<file path="src/rtl/rsb_pkg.sv">
package rsb_pkg;

    typedef enum logic [3:0] {
        OP_ROT_LC  = 4'd0,
        OP_ROT_RC  = 4'd1,
        OP_ROT_LT  = 4'd2,
        OP_ROT_RT  = 4'd3,
        OP_SHL_AR  = 4'd4,
        OP_SHR_AR  = 4'd5,
        OP_NIB_SW  = 4'd6,
        OP_SHR_LG  = 4'd7,
        OP_BIT_TST = 4'd8,
        OP_BIT_CLR = 4'd9,
        OP_BIT_SET = 4'd10
    } rsb_op_e;

    typedef struct packed {
        logic z;
        logic n;
        logic h;
        logic c;
    } rsb_flags_t;

    function automatic logic is_rotate(input logic [3:0] op);
        return op <= 4'd3;
    endfunction

    function automatic logic is_bitop(input logic [3:0] op);
        return (op >= 4'd8) && (op <= 4'd10);
    endfunction

endpackage

</file>
<file path="src/rtl/rsb_shifter.sv">
module rsb_shifter #(
    parameter int W = 8
) (
    input  logic [W-1:0] x_i,
    input  logic         cin_i,
    input  logic [3:0]   op_i,
    output logic [W-1:0] y_o,
    output logic         cout_o
);
    import rsb_pkg::*;

    localparam int HALF = W / 2;

    always_comb begin
        y_o    = x_i;
        cout_o = 1'b0;
        unique case (op_i)
            OP_ROT_LC: begin
                y_o    = {x_i[W-2:0], x_i[W-1]};
                cout_o = x_i[W-1];
            end
            OP_ROT_RC: begin
                y_o    = {x_i[0], x_i[W-1:1]};
                cout_o = x_i[0];
            end
            OP_ROT_LT: begin
                y_o    = {x_i[W-2:0], cin_i};
                cout_o = x_i[W-1];
            end
            OP_ROT_RT: begin
                y_o    = {cin_i, x_i[W-1:1]};
                cout_o = x_i[0];
            end
            OP_SHL_AR: begin
                y_o    = {x_i[W-2:0], 1'b0};
                cout_o = x_i[W-1];
            end
            OP_SHR_AR: begin
                y_o    = {x_i[W-1], x_i[W-1:1]};
                cout_o = x_i[0];
            end
            OP_NIB_SW: begin
                y_o    = {x_i[HALF-1:0], x_i[W-1:HALF]};
                cout_o = 1'b0;
            end
            OP_SHR_LG: begin
                y_o    = {1'b0, x_i[W-1:1]};
                cout_o = x_i[0];
            end
            default: begin
                y_o    = x_i;
                cout_o = 1'b0;
            end
        endcase
    end

endmodule

</file>
<file path="src/rtl/rsb_bitop.sv">
module rsb_bitop #(
    parameter int W     = 8,
    parameter int IDX_W = $clog2(W)
) (
    input  logic [W-1:0]     x_i,
    input  logic [IDX_W-1:0] idx_i,
    input  logic [3:0]       op_i,
    output logic [W-1:0]     y_o,
    output logic             sel_bit_o
);
    import rsb_pkg::*;

    logic [W-1:0] mask;

    for (genvar g = 0; g < W; g++) begin : g_mask
        assign mask[g] = (idx_i == IDX_W'(g));
    end

    assign sel_bit_o = |(x_i & mask);

    always_comb begin
        unique case (op_i)
            OP_BIT_CLR: y_o = x_i & ~mask;
            OP_BIT_SET: y_o = x_i | mask;
            default:    y_o = x_i;
        endcase
    end

    always_comb begin
        a_r9_mask_onehot: assert ($onehot0(mask) && (mask != '0))
            else $error("bit mask not one-hot");
    end

endmodule

</file>
<file path="src/rtl/rsb_flagger.sv">
module rsb_flagger #(
    parameter int W = 8
) (
    input  logic [3:0]         op_i,
    input  logic               acc_i,
    input  logic [W-1:0]       y_i,
    input  logic               cout_i,
    input  logic               sel_bit_i,
    output rsb_pkg::rsb_flags_t flags_o,
    output rsb_pkg::rsb_flags_t we_o,
    output logic               res_we_o
);
    import rsb_pkg::*;

    logic y_zero;
    assign y_zero = (y_i == '0);

    always_comb begin
        flags_o  = '0;
        we_o     = '0;
        res_we_o = 1'b0;
        unique case (op_i)
            OP_ROT_LC, OP_ROT_RC, OP_ROT_LT, OP_ROT_RT: begin
                flags_o.z = acc_i ? 1'b0 : y_zero;
                flags_o.c = cout_i;
                we_o      = '1;
                res_we_o  = 1'b1;
            end
            OP_SHL_AR, OP_SHR_AR, OP_SHR_LG: begin
                flags_o.z = y_zero;
                flags_o.c = cout_i;
                we_o      = '1;
                res_we_o  = 1'b1;
            end
            OP_NIB_SW: begin
                flags_o.z = y_zero;
                we_o      = '1;
                res_we_o  = 1'b1;
            end
            OP_BIT_TST: begin
                flags_o.z = ~sel_bit_i;
                flags_o.h = 1'b1;
                we_o      = '{z: 1'b1, n: 1'b1, h: 1'b1, c: 1'b0};
            end
            OP_BIT_CLR, OP_BIT_SET: begin
                res_we_o  = 1'b1;
            end
            default: begin
                flags_o  = '0;
                we_o     = '0;
                res_we_o = 1'b0;
            end
        endcase
    end

    always_comb begin
        a_r5_n_never_set: assert (!flags_o.n)
            else $error("N flag set");
    end

endmodule

</file>
<file path="src/rtl/rsb_unit.sv">
module rsb_unit #(
    parameter int W     = 8,
    parameter int IDX_W = $clog2(W)
) (
    input  logic [W-1:0]     opnd_i,
    input  logic [IDX_W-1:0] bit_idx_i,
    input  logic             carry_i,
    input  logic [3:0]       op_sel_i,
    input  logic             acc_form_i,
    output logic [W-1:0]     result_o,
    output logic             result_we_o,
    output logic             flag_z_o,
    output logic             flag_n_o,
    output logic             flag_h_o,
    output logic             flag_c_o,
    output logic [3:0]       flag_we_o
);
    import rsb_pkg::*;

    logic [W-1:0] sh_y;
    logic         sh_cout;
    logic [W-1:0] bo_y;
    logic         bo_sel;
    rsb_flags_t   flg;
    rsb_flags_t   flg_we;
    logic         acc_eff;

    assign acc_eff = acc_form_i & is_rotate(op_sel_i);

    rsb_shifter #(.W(W)) u_shift (
        .x_i    (opnd_i),
        .cin_i  (carry_i),
        .op_i   (op_sel_i),
        .y_o    (sh_y),
        .cout_o (sh_cout)
    );

    rsb_bitop #(.W(W), .IDX_W(IDX_W)) u_bit (
        .x_i       (opnd_i),
        .idx_i     (bit_idx_i),
        .op_i      (op_sel_i),
        .y_o       (bo_y),
        .sel_bit_o (bo_sel)
    );

    rsb_flagger #(.W(W)) u_flag (
        .op_i      (op_sel_i),
        .acc_i     (acc_eff),
        .y_i       (sh_y),
        .cout_i    (sh_cout),
        .sel_bit_i (bo_sel),
        .flags_o   (flg),
        .we_o      (flg_we),
        .res_we_o  (result_we_o)
    );

    assign result_o  = is_bitop(op_sel_i) ? bo_y : sh_y;
    assign flag_z_o  = flg.z;
    assign flag_n_o  = flg.n;
    assign flag_h_o  = flg.h;
    assign flag_c_o  = flg.c;
    assign flag_we_o = flg_we;

    always_comb begin
        if (op_sel_i == OP_BIT_SET || op_sel_i == OP_BIT_CLR) begin
            a_r9_only_index_bit: assert (((result_o ^ opnd_i) & ~(W'(1) << bit_idx_i)) == '0
                                         && result_o[bit_idx_i] == (op_sel_i == OP_BIT_SET)
                                         && flag_we_o == 4'b0000)
                else $error("bit clear/set disturbed other bits or flags");
        end
        if (op_sel_i == OP_BIT_TST) begin
            a_r8_test_no_result: assert (!result_we_o && flag_we_o == 4'b1110
                                         && flag_z_o == !opnd_i[bit_idx_i])
                else $error("bit test wrote result or wrong Z");
        end
        if (acc_form_i && is_rotate(op_sel_i)) begin
            a_r6_acc_z_clear: assert (!flag_z_o)
                else $error("accumulator rotate left Z set");
        end
        if (op_sel_i == OP_SHL_AR) begin
            a_r4_shl_carry: assert (flag_c_o == opnd_i[W-1] && result_o[0] == 1'b0)
                else $error("left shift carry wrong");
        end
        if (op_sel_i > 4'd10) begin
            a_r10_undef_silent: assert (!result_we_o && flag_we_o == 4'b0000
                                        && result_o == opnd_i)
                else $error("undefined code wrote something");
        end
    end

endmodule

</file>
<file path="config.mk">
export PLATFORM = sky130hd
export DESIGN_NAME = rsb_unit
export DESIGN_NICKNAME = d
export VERILOG_FILES = /design/src/rtl/rsb_pkg.sv /design/src/rtl/rsb_shifter.sv /design/src/rtl/rsb_bitop.sv /design/src/rtl/rsb_flagger.sv /design/src/rtl/rsb_unit.sv
export SDC_FILE = /design/constraint.sdc
export NUM_CORES = 1
export LEC_CHECK = 0
export BUFFER_PORTS_ARGS = -buffer_cell sky130_fd_sc_hd__buf_2
export CAP_MARGIN = 20
export CORE_ASPECT_RATIO = 0.75
export CORE_UTILIZATION = 45
export DETAILED_ROUTE_END_ITERATION = 12
export PLACE_DENSITY = 0.76
export SLEW_MARGIN = 20
export SYNTH_ARGS = -nofsm -noshare
export SYNTH_HDL_FRONTEND = slang
export SYNTH_SLANG_ARGS = --single-unit
</file>
<file path="constraint.sdc">
create_clock -name vclk -period 1.4
set_input_delay 0 -clock vclk [all_inputs]
set_output_delay 0 -clock vclk [all_outputs]
set_load 0.01 [all_outputs]
</file>
# Word level (Yosys, flattened, before mapping)
# Index checks and enable logic that the tools add are counted.
# W data, S select, Z words.
dict set report op_classes {
  n_eq_ne 17
  reduce_logical 12
  magnitude_cmp 3
  n_bitwise 6
  mux 10
}
# operator count
set op_table {}
lappend op_table {{$pmux W8 S8} 1}
lappend op_table {{$and A8 B8 Y8} 2}
lappend op_table {{$eq A4 B3 Y1 const B} 4}
lappend op_table {{$pmux W8 S2} 1}
lappend op_table {{$reduce_or A8 Y1} 2}
lappend op_table {{$eq A3 B3 Y1 const B} 4}
lappend op_table {{$eq A4 B4 Y1 const B} 3}
lappend op_table {{$reduce_or A4 Y1} 3}
lappend op_table {{$reduce_or A10 Y1} 1}
lappend op_table {{$eq A4 B2 Y1 const B} 2}
lappend op_table {{$logic_not A8 Y1} 1}
lappend op_table {{$mux W8} 1}
lappend op_table {{$not A8 Y8} 1}
lappend op_table {{$or A8 B8 Y8} 1}
lappend op_table {{$pmux W4 S2} 1}
lappend op_table {{$reduce_or A7 Y1} 1}
lappend op_table {{$eq A3 B2 Y1 const B} 2}
lappend op_table {{$eq A4 B1 Y1 const B} 1}
lappend op_table {{$ge A4 B4 Y1 const B} 1}
lappend op_table {{$le A4 B2 Y1 const B} 1}
lappend op_table {{$le A4 B4 Y1 const B} 1}
lappend op_table {{$logic_not A4 Y1} 1}
lappend op_table {{$mux W1} 4}
lappend op_table {{$eq A3 B1 Y1 const B} 1}
lappend op_table {{other kinds (7)} 7}
dict set report word_totals {
  reg_bits 0
  word_cells 48
}

# Depth between registers and ports, before layout
dict set report logic_depth {
  word_depth 5
  depth_mapped 7
  ltp_nobuf 5
}

# Cells and area by module
# From an unflattened synthesis, not the netlist that was laid out.
dict set report unflattened {
  cells_unflattened 113
  area_unflattened_um2 865.8
}
# module n_inst cells_per_inst area_per_inst_um2
set modules_own_cells {}
lappend modules_own_cells {rsb_shifter 1 53 364.1}
lappend modules_own_cells {rsb_bitop 1 32 255.2}
lappend modules_own_cells {rsb_flagger 1 17 125.1}
lappend modules_own_cells {rsb_unit 1 11 121.4}

# Least setup slack after synthesis
# No wires, ideal clock.
dict set report synth_timing {
  path_kind {input port to output port}
  from {input port op_sel_i[1]}
  to {output port flag_z_o}
  arrival_ns 1.237
  setup_slack_ns 0.163
  stages 6
  path_buffers 1
  path_cell_list {buf_4 nand2_4 mux2i_1 o22ai_1 or4_1 o21ai_1}
}
dict set report synth_via {
  elab_chain_cells 5
}
# element line
set synth_lines {}
lappend synth_lines {{start, declared} rsb_unit.sv:8} ;# input logic [3:0] op_sel_i,
lappend synth_lines {{$eq A4 B3 Y1 (tied with other cells)} {rsb_shifter.sv:17, rsb_flagger.sv:22}}
lappend synth_lines {{$pmux W8 S8} rsb_shifter.sv:17} ;# unique case (op_i)
lappend synth_lines {{$logic_not A8 Y1} rsb_flagger.sv:16} ;# assign y_zero = (y_i == '0);
lappend synth_lines {{$mux W1} rsb_flagger.sv:24} ;# flags_o.z = acc_i ? 1'b0 : y_zero;
lappend synth_lines {{$pmux W1 S3 (*)} rsb_flagger.sv:22} ;# unique case (op_i)
lappend synth_lines {{end, declared} rsb_unit.sv:12} ;# output logic flag_z_o,
# Mark *: on every way between the ends. The rest lies on a longest branch, timed or not.

# Final worst setup path
dict set report layout_timing {
  from {input port opnd_i[2]}
  to {output port flag_z_o}
}
dict set report layout_via {
  elab_chain_cells 4
}
# element line
set layout_lines {}
lappend layout_lines {{start, declared} rsb_unit.sv:5} ;# input logic [W-1:0] opnd_i,
lappend layout_lines {{$pmux W8 S8 or $and A8 B8 Y8 (tied branches)} {rsb_shifter.sv:17, rsb_bitop.sv:19}}
lappend layout_lines {{$logic_not A8 Y1 or $reduce_or A8 Y1 (tied branches)} {rsb_flagger.sv:16, rsb_bitop.sv:19}}
lappend layout_lines {{$mux W1 or $not A1 Y1 (tied branches)} {rsb_flagger.sv:24, rsb_flagger.sv:41}}
lappend layout_lines {{$pmux W1 S3 (*)} rsb_flagger.sv:22}
# Marks and branches as above.

==> impl_metrics.xml <==
<?xml version="1.0" encoding="UTF-8"?>
<metrics>
  <group name="logic_synthesis">
    <metric name="netlist_instances" unit="">125</metric>
    <metric name="synth.yosys.warnings" unit="">0</metric>
    <metric name="yosysMostFrequentCell" unit="">nand2_1</metric>
    <metric name="syn_area_per_cell" unit="um2">6.53</metric>
    <metric name="synth_area_leaders" unit="">mux2i_1 8.6%, nand2_1 6.4%, a21oi_1 5.5%, mux4_2 5.5%, o21ai_1 4.9%</metric>
    <metric name="synth_common_cells" unit="">14 x nand2_1, 9 x a21oi_1, 8 x o21ai_1, 7 x mux2i_1, 7 x nor2_1</metric>
    <metric name="syn-num-nets" unit="">142</metric>
    <metric name="synth_top_area_frac" unit="">0.0859</metric>
    <metric name="post_synth_num_cell_types" unit="">41</metric>
    <metric name="synth_seq_area_share" unit="">0</metric>
    <metric name="cell_area_after_synthesis" unit="um2">816</metric>
    <metric name="yosysTopAreaCell" unit="">mux2i_1</metric>
  </group>
  <group name="run">
    <metric name="maxCapViolCount" unit="">0</metric>
  </group>
  <group name="route">
    <metric name="firstDrtPassIters" unit="">6</metric>
    <metric name="drt.antenna.violating_nets" unit="">0</metric>
    <metric name="vias_per_cell" unit="">6.41</metric>
    <metric name="totalWireLength" unit="um">2980</metric>
    <metric name="drt_drc_violations_left" unit="">0</metric>
    <metric name="detail_route.wl_per_cell" unit="um">16.6</metric>
    <metric name="drt_first_iter_violations" unit="">56</metric>
    <metric name="detailroute.via_count" unit="">1147</metric>
  </group>
  <group name="placement">
    <metric name="preCtsSetupSlack" unit="ns">0.00846</metric>
    <metric name="place_inst" unit="">176</metric>
    <metric name="routabilityCongestion" unit="">0.928</metric>
    <metric name="detailedPlacementHpwl" unit="um">2110</metric>
    <metric name="port_buffers" unit="">33</metric>
  </group>
  <group name="floorplanning">
    <metric name="core_region_area" unit="um2">1590</metric>
    <metric name="pin_count" unit="">34</metric>
    <metric name="floorplan.die_area" unit="um2">1990</metric>
    <metric name="floorplan.die.width" unit="um">51.2</metric>
    <metric name="row_count" unit="">12</metric>
    <metric name="initial_core_util" unit="">0.513</metric>
    <metric name="floorplan.die.height" unit="um">38.9</metric>
  </group>
  <group name="layout">
    <metric name="numSequentialCells" unit="">0</metric>
    <metric name="area.sequential" unit="um2">0</metric>
    <metric name="fin_nets" unit="">177</metric>
    <metric name="n_antenna_cell" unit="">0</metric>
    <metric name="layout-drive-gt1-share" unit="">0.392</metric>
    <metric name="clock_buffers" unit="">0</metric>
    <metric name="layout.cells.non_filler" unit="">179</metric>
    <metric name="area_growth_syn_to_layout" unit="%">31.0</metric>
  </group>
  <group name="sta">
    <metric name="slew-limit-headroom" unit="">0.671</metric>
    <metric name="setup_viol" unit="">1</metric>
    <metric name="finalHoldViolations" unit="">0</metric>
    <metric name="fin_crit" unit="ns">1.42</metric>
    <metric name="fin_crit_sh" unit="">1.02</metric>
    <metric name="final.hold.worst_slack" unit="ns">0.345</metric>
    <metric name="worstMarginPinSlew" unit="ns">0.488</metric>
    <metric name="worst_slack" unit="ns">-0.0228</metric>
    <metric name="final_max_slew_viol_count" unit="">0</metric>
    <metric name="maxClockFrequency" unit="MHz">703</metric>
  </group>
  <group name="global_routing">
    <metric name="wire_length_of_the_first_global_routing_pass" unit="um">4230</metric>
    <metric name="global_route_total_usage_across_every_layer" unit="">0.282</metric>
    <metric name="grt_max_degree" unit="">13</metric>
    <metric name="number_of_antenna_violations_at_the_first_check_in_global_routing" unit="">0</metric>
    <metric name="global_route.overflow_total" unit="">0</metric>
    <metric name="grt_pass1_vias" unit="">925</metric>
  </group>
  <group name="setup_path">
    <metric name="crit_path_max_fanout" unit="">7</metric>
    <metric name="worst_setup_path_start_kind" unit="">input port</metric>
    <metric name="critical_path_class" unit="">in2out</metric>
    <metric name="crit_arrival" unit="ns">1.42</metric>
    <metric name="crit_path_end_kind" unit="">primary output</metric>
    <metric name="required_time_at_the_worst_slack_endpoint" unit="ns">1.40</metric>
  </group>
  <group name="worst_hold_path">
    <metric name="hold_start" unit="">op_sel_i[2]</metric>
    <metric name="hold_end" unit="">result_we_o</metric>
    <metric name="hold-path-cell-count" unit="">3</metric>
    <metric name="hp-class" unit="">in2out</metric>
  </group>
  <group name="power_and_ir_drop">
    <metric name="report.power.total" unit="mW">0.390</metric>
    <metric name="switchingPower" unit="mW">0.217</metric>
    <metric name="seq_power_share" unit="">0</metric>
    <metric name="power_per_cell_area" unit="nW/um2">365</metric>
    <metric name="clock_power_share" unit="">0</metric>
    <metric name="share_of_total_power_in_combinational_logic" unit="">1.000</metric>
    <metric name="cell_internal_pwr" unit="mW">0.173</metric>
    <metric name="swShare" unit="">0.556</metric>
    <metric name="total_leakage_power" unit="nW">0.489</metric>
    <metric name="vdd_drop_max" unit="V">0.000195</metric>
  </group>
  <group name="clock_network">
    <metric name="cts_hold_repair.buffers" unit="">0</metric>
  </group>
  <group name="status">
    <metric name="failed_checks" unit="">setup timing</metric>
    <metric name="run_status" unit="">finished with violations</metric>
  </group>
</metrics>
[cells by family (layout without fill, tap and decap cells)]
| kind of cell | Yosys count | count (layout) | share of synthesized area |
|---|---|---|---|
| AOI/OAI and AO/OA | 49 | 49 | 0.383 |
| and+or+nand+nor | 42 | 42 | 0.281 |
| buffers and inverters | 21 | 54 | 0.152 |
| muxes | 11 | 11 | 0.169 |
| other | 1 | 1 | 0.00460 |
| xor gates and xnor gates | 1 | 1 | 0.0107 |
[layout by cell type (no fill, tap or decap), types with 3 or more instances in the layout]
| cell | count |
|---|---|
| a31oi_1 | 5 |
| buf_6 | 4 |
| nand2_1 | 13 |
| nand3_1 | 3 |
| o21a_1 | 4 |
| inv_1 | 5 |
| a21oi_1 | 9 |
| buf_2 | 29 |
| buf_4 | 13 |
| mux2i_1 | 5 |
| o21ai_1 | 9 |
| nor2_1 | 7 |
| o22ai_1 | 6 |
| o21ai_0 | 5 |
[per-stage QoR]
| stage | utilization | area [um2] | TNS, ns |
|---|---|---|---|
| 2_1_floorplan | - | 816 | 0 |
| 3_3_place_gp | 0.625 | 995 | 0 |
| 3_5_place_dp | 0.625 | 995 | 0 |
| 4_1_cts | 0.625 | 995 | 0 |
| 5_1_grt | 0.671 | 1070 | -0.0375 |
| 6_report | 0.671 | 1070 | -0.0228 |
[power by group through the flow]
| stage | Sequential, mW | Clock (mW) | Combinational (mW) |
|---|---|---|---|
| 6_report | 0 | 0 | 0.390 |
| 5_1_grt | 0 | 0 | 0.415 |
| 4_1_cts | 0 | 0 | 0.350 |
| 3_5_place_dp | 0 | 0 | 0.348 |
| 3_3_place_gp | 0 | 0 | 0.343 |
| 2_1_floorplan | 0 | 0 | 0.234 |
[critical path, stage by stage]
cell	delay [ns]
buf_2	0.15
nor4_1	0.30
o21ai_0	0.13
or4_1	0.56
o21ai_1	0.15
buf_2	0.14
[layer usage]
metal  global-route usage  share of wire
met2                0.484           0.46
met5                    0              0
met1                0.406           0.42
met4               0.0208          0.016
met3              0.00784           0.10
[area by class of cell]
class / instances / area [um2]
Tap cell: 21 / 26.3
Fill cell: 143 / 523
Inverter: 7 / 28.8
Timing Repair Buffer: 47 / 295
Multi-Input combinational cell: 104 / 718
[how the worst max path moves through the flow]
stage / startpoint / to / cells after the start
final: opnd_i[2] / flag_z_o / 6
after global routing: op_sel_i[3] / flag_z_o / 7
after CTS: op_sel_i[0] / flag_z_o / 8
after detailed placement: op_sel_i[1] / flag_z_o / 7
after global placement: op_sel_i[0] / result_o[0] / 7
after floorplan: op_sel_i[1] / flag_z_o / 6
[repair_timing]
| item | in CTS | in global routing |
|---|---|---|
| setup endpoints to repair | 0 | 4 |
| resized for setup | 0 | 17 |
| setup buffers | 0 | 3 |
(Power assumes the default switching activity.)
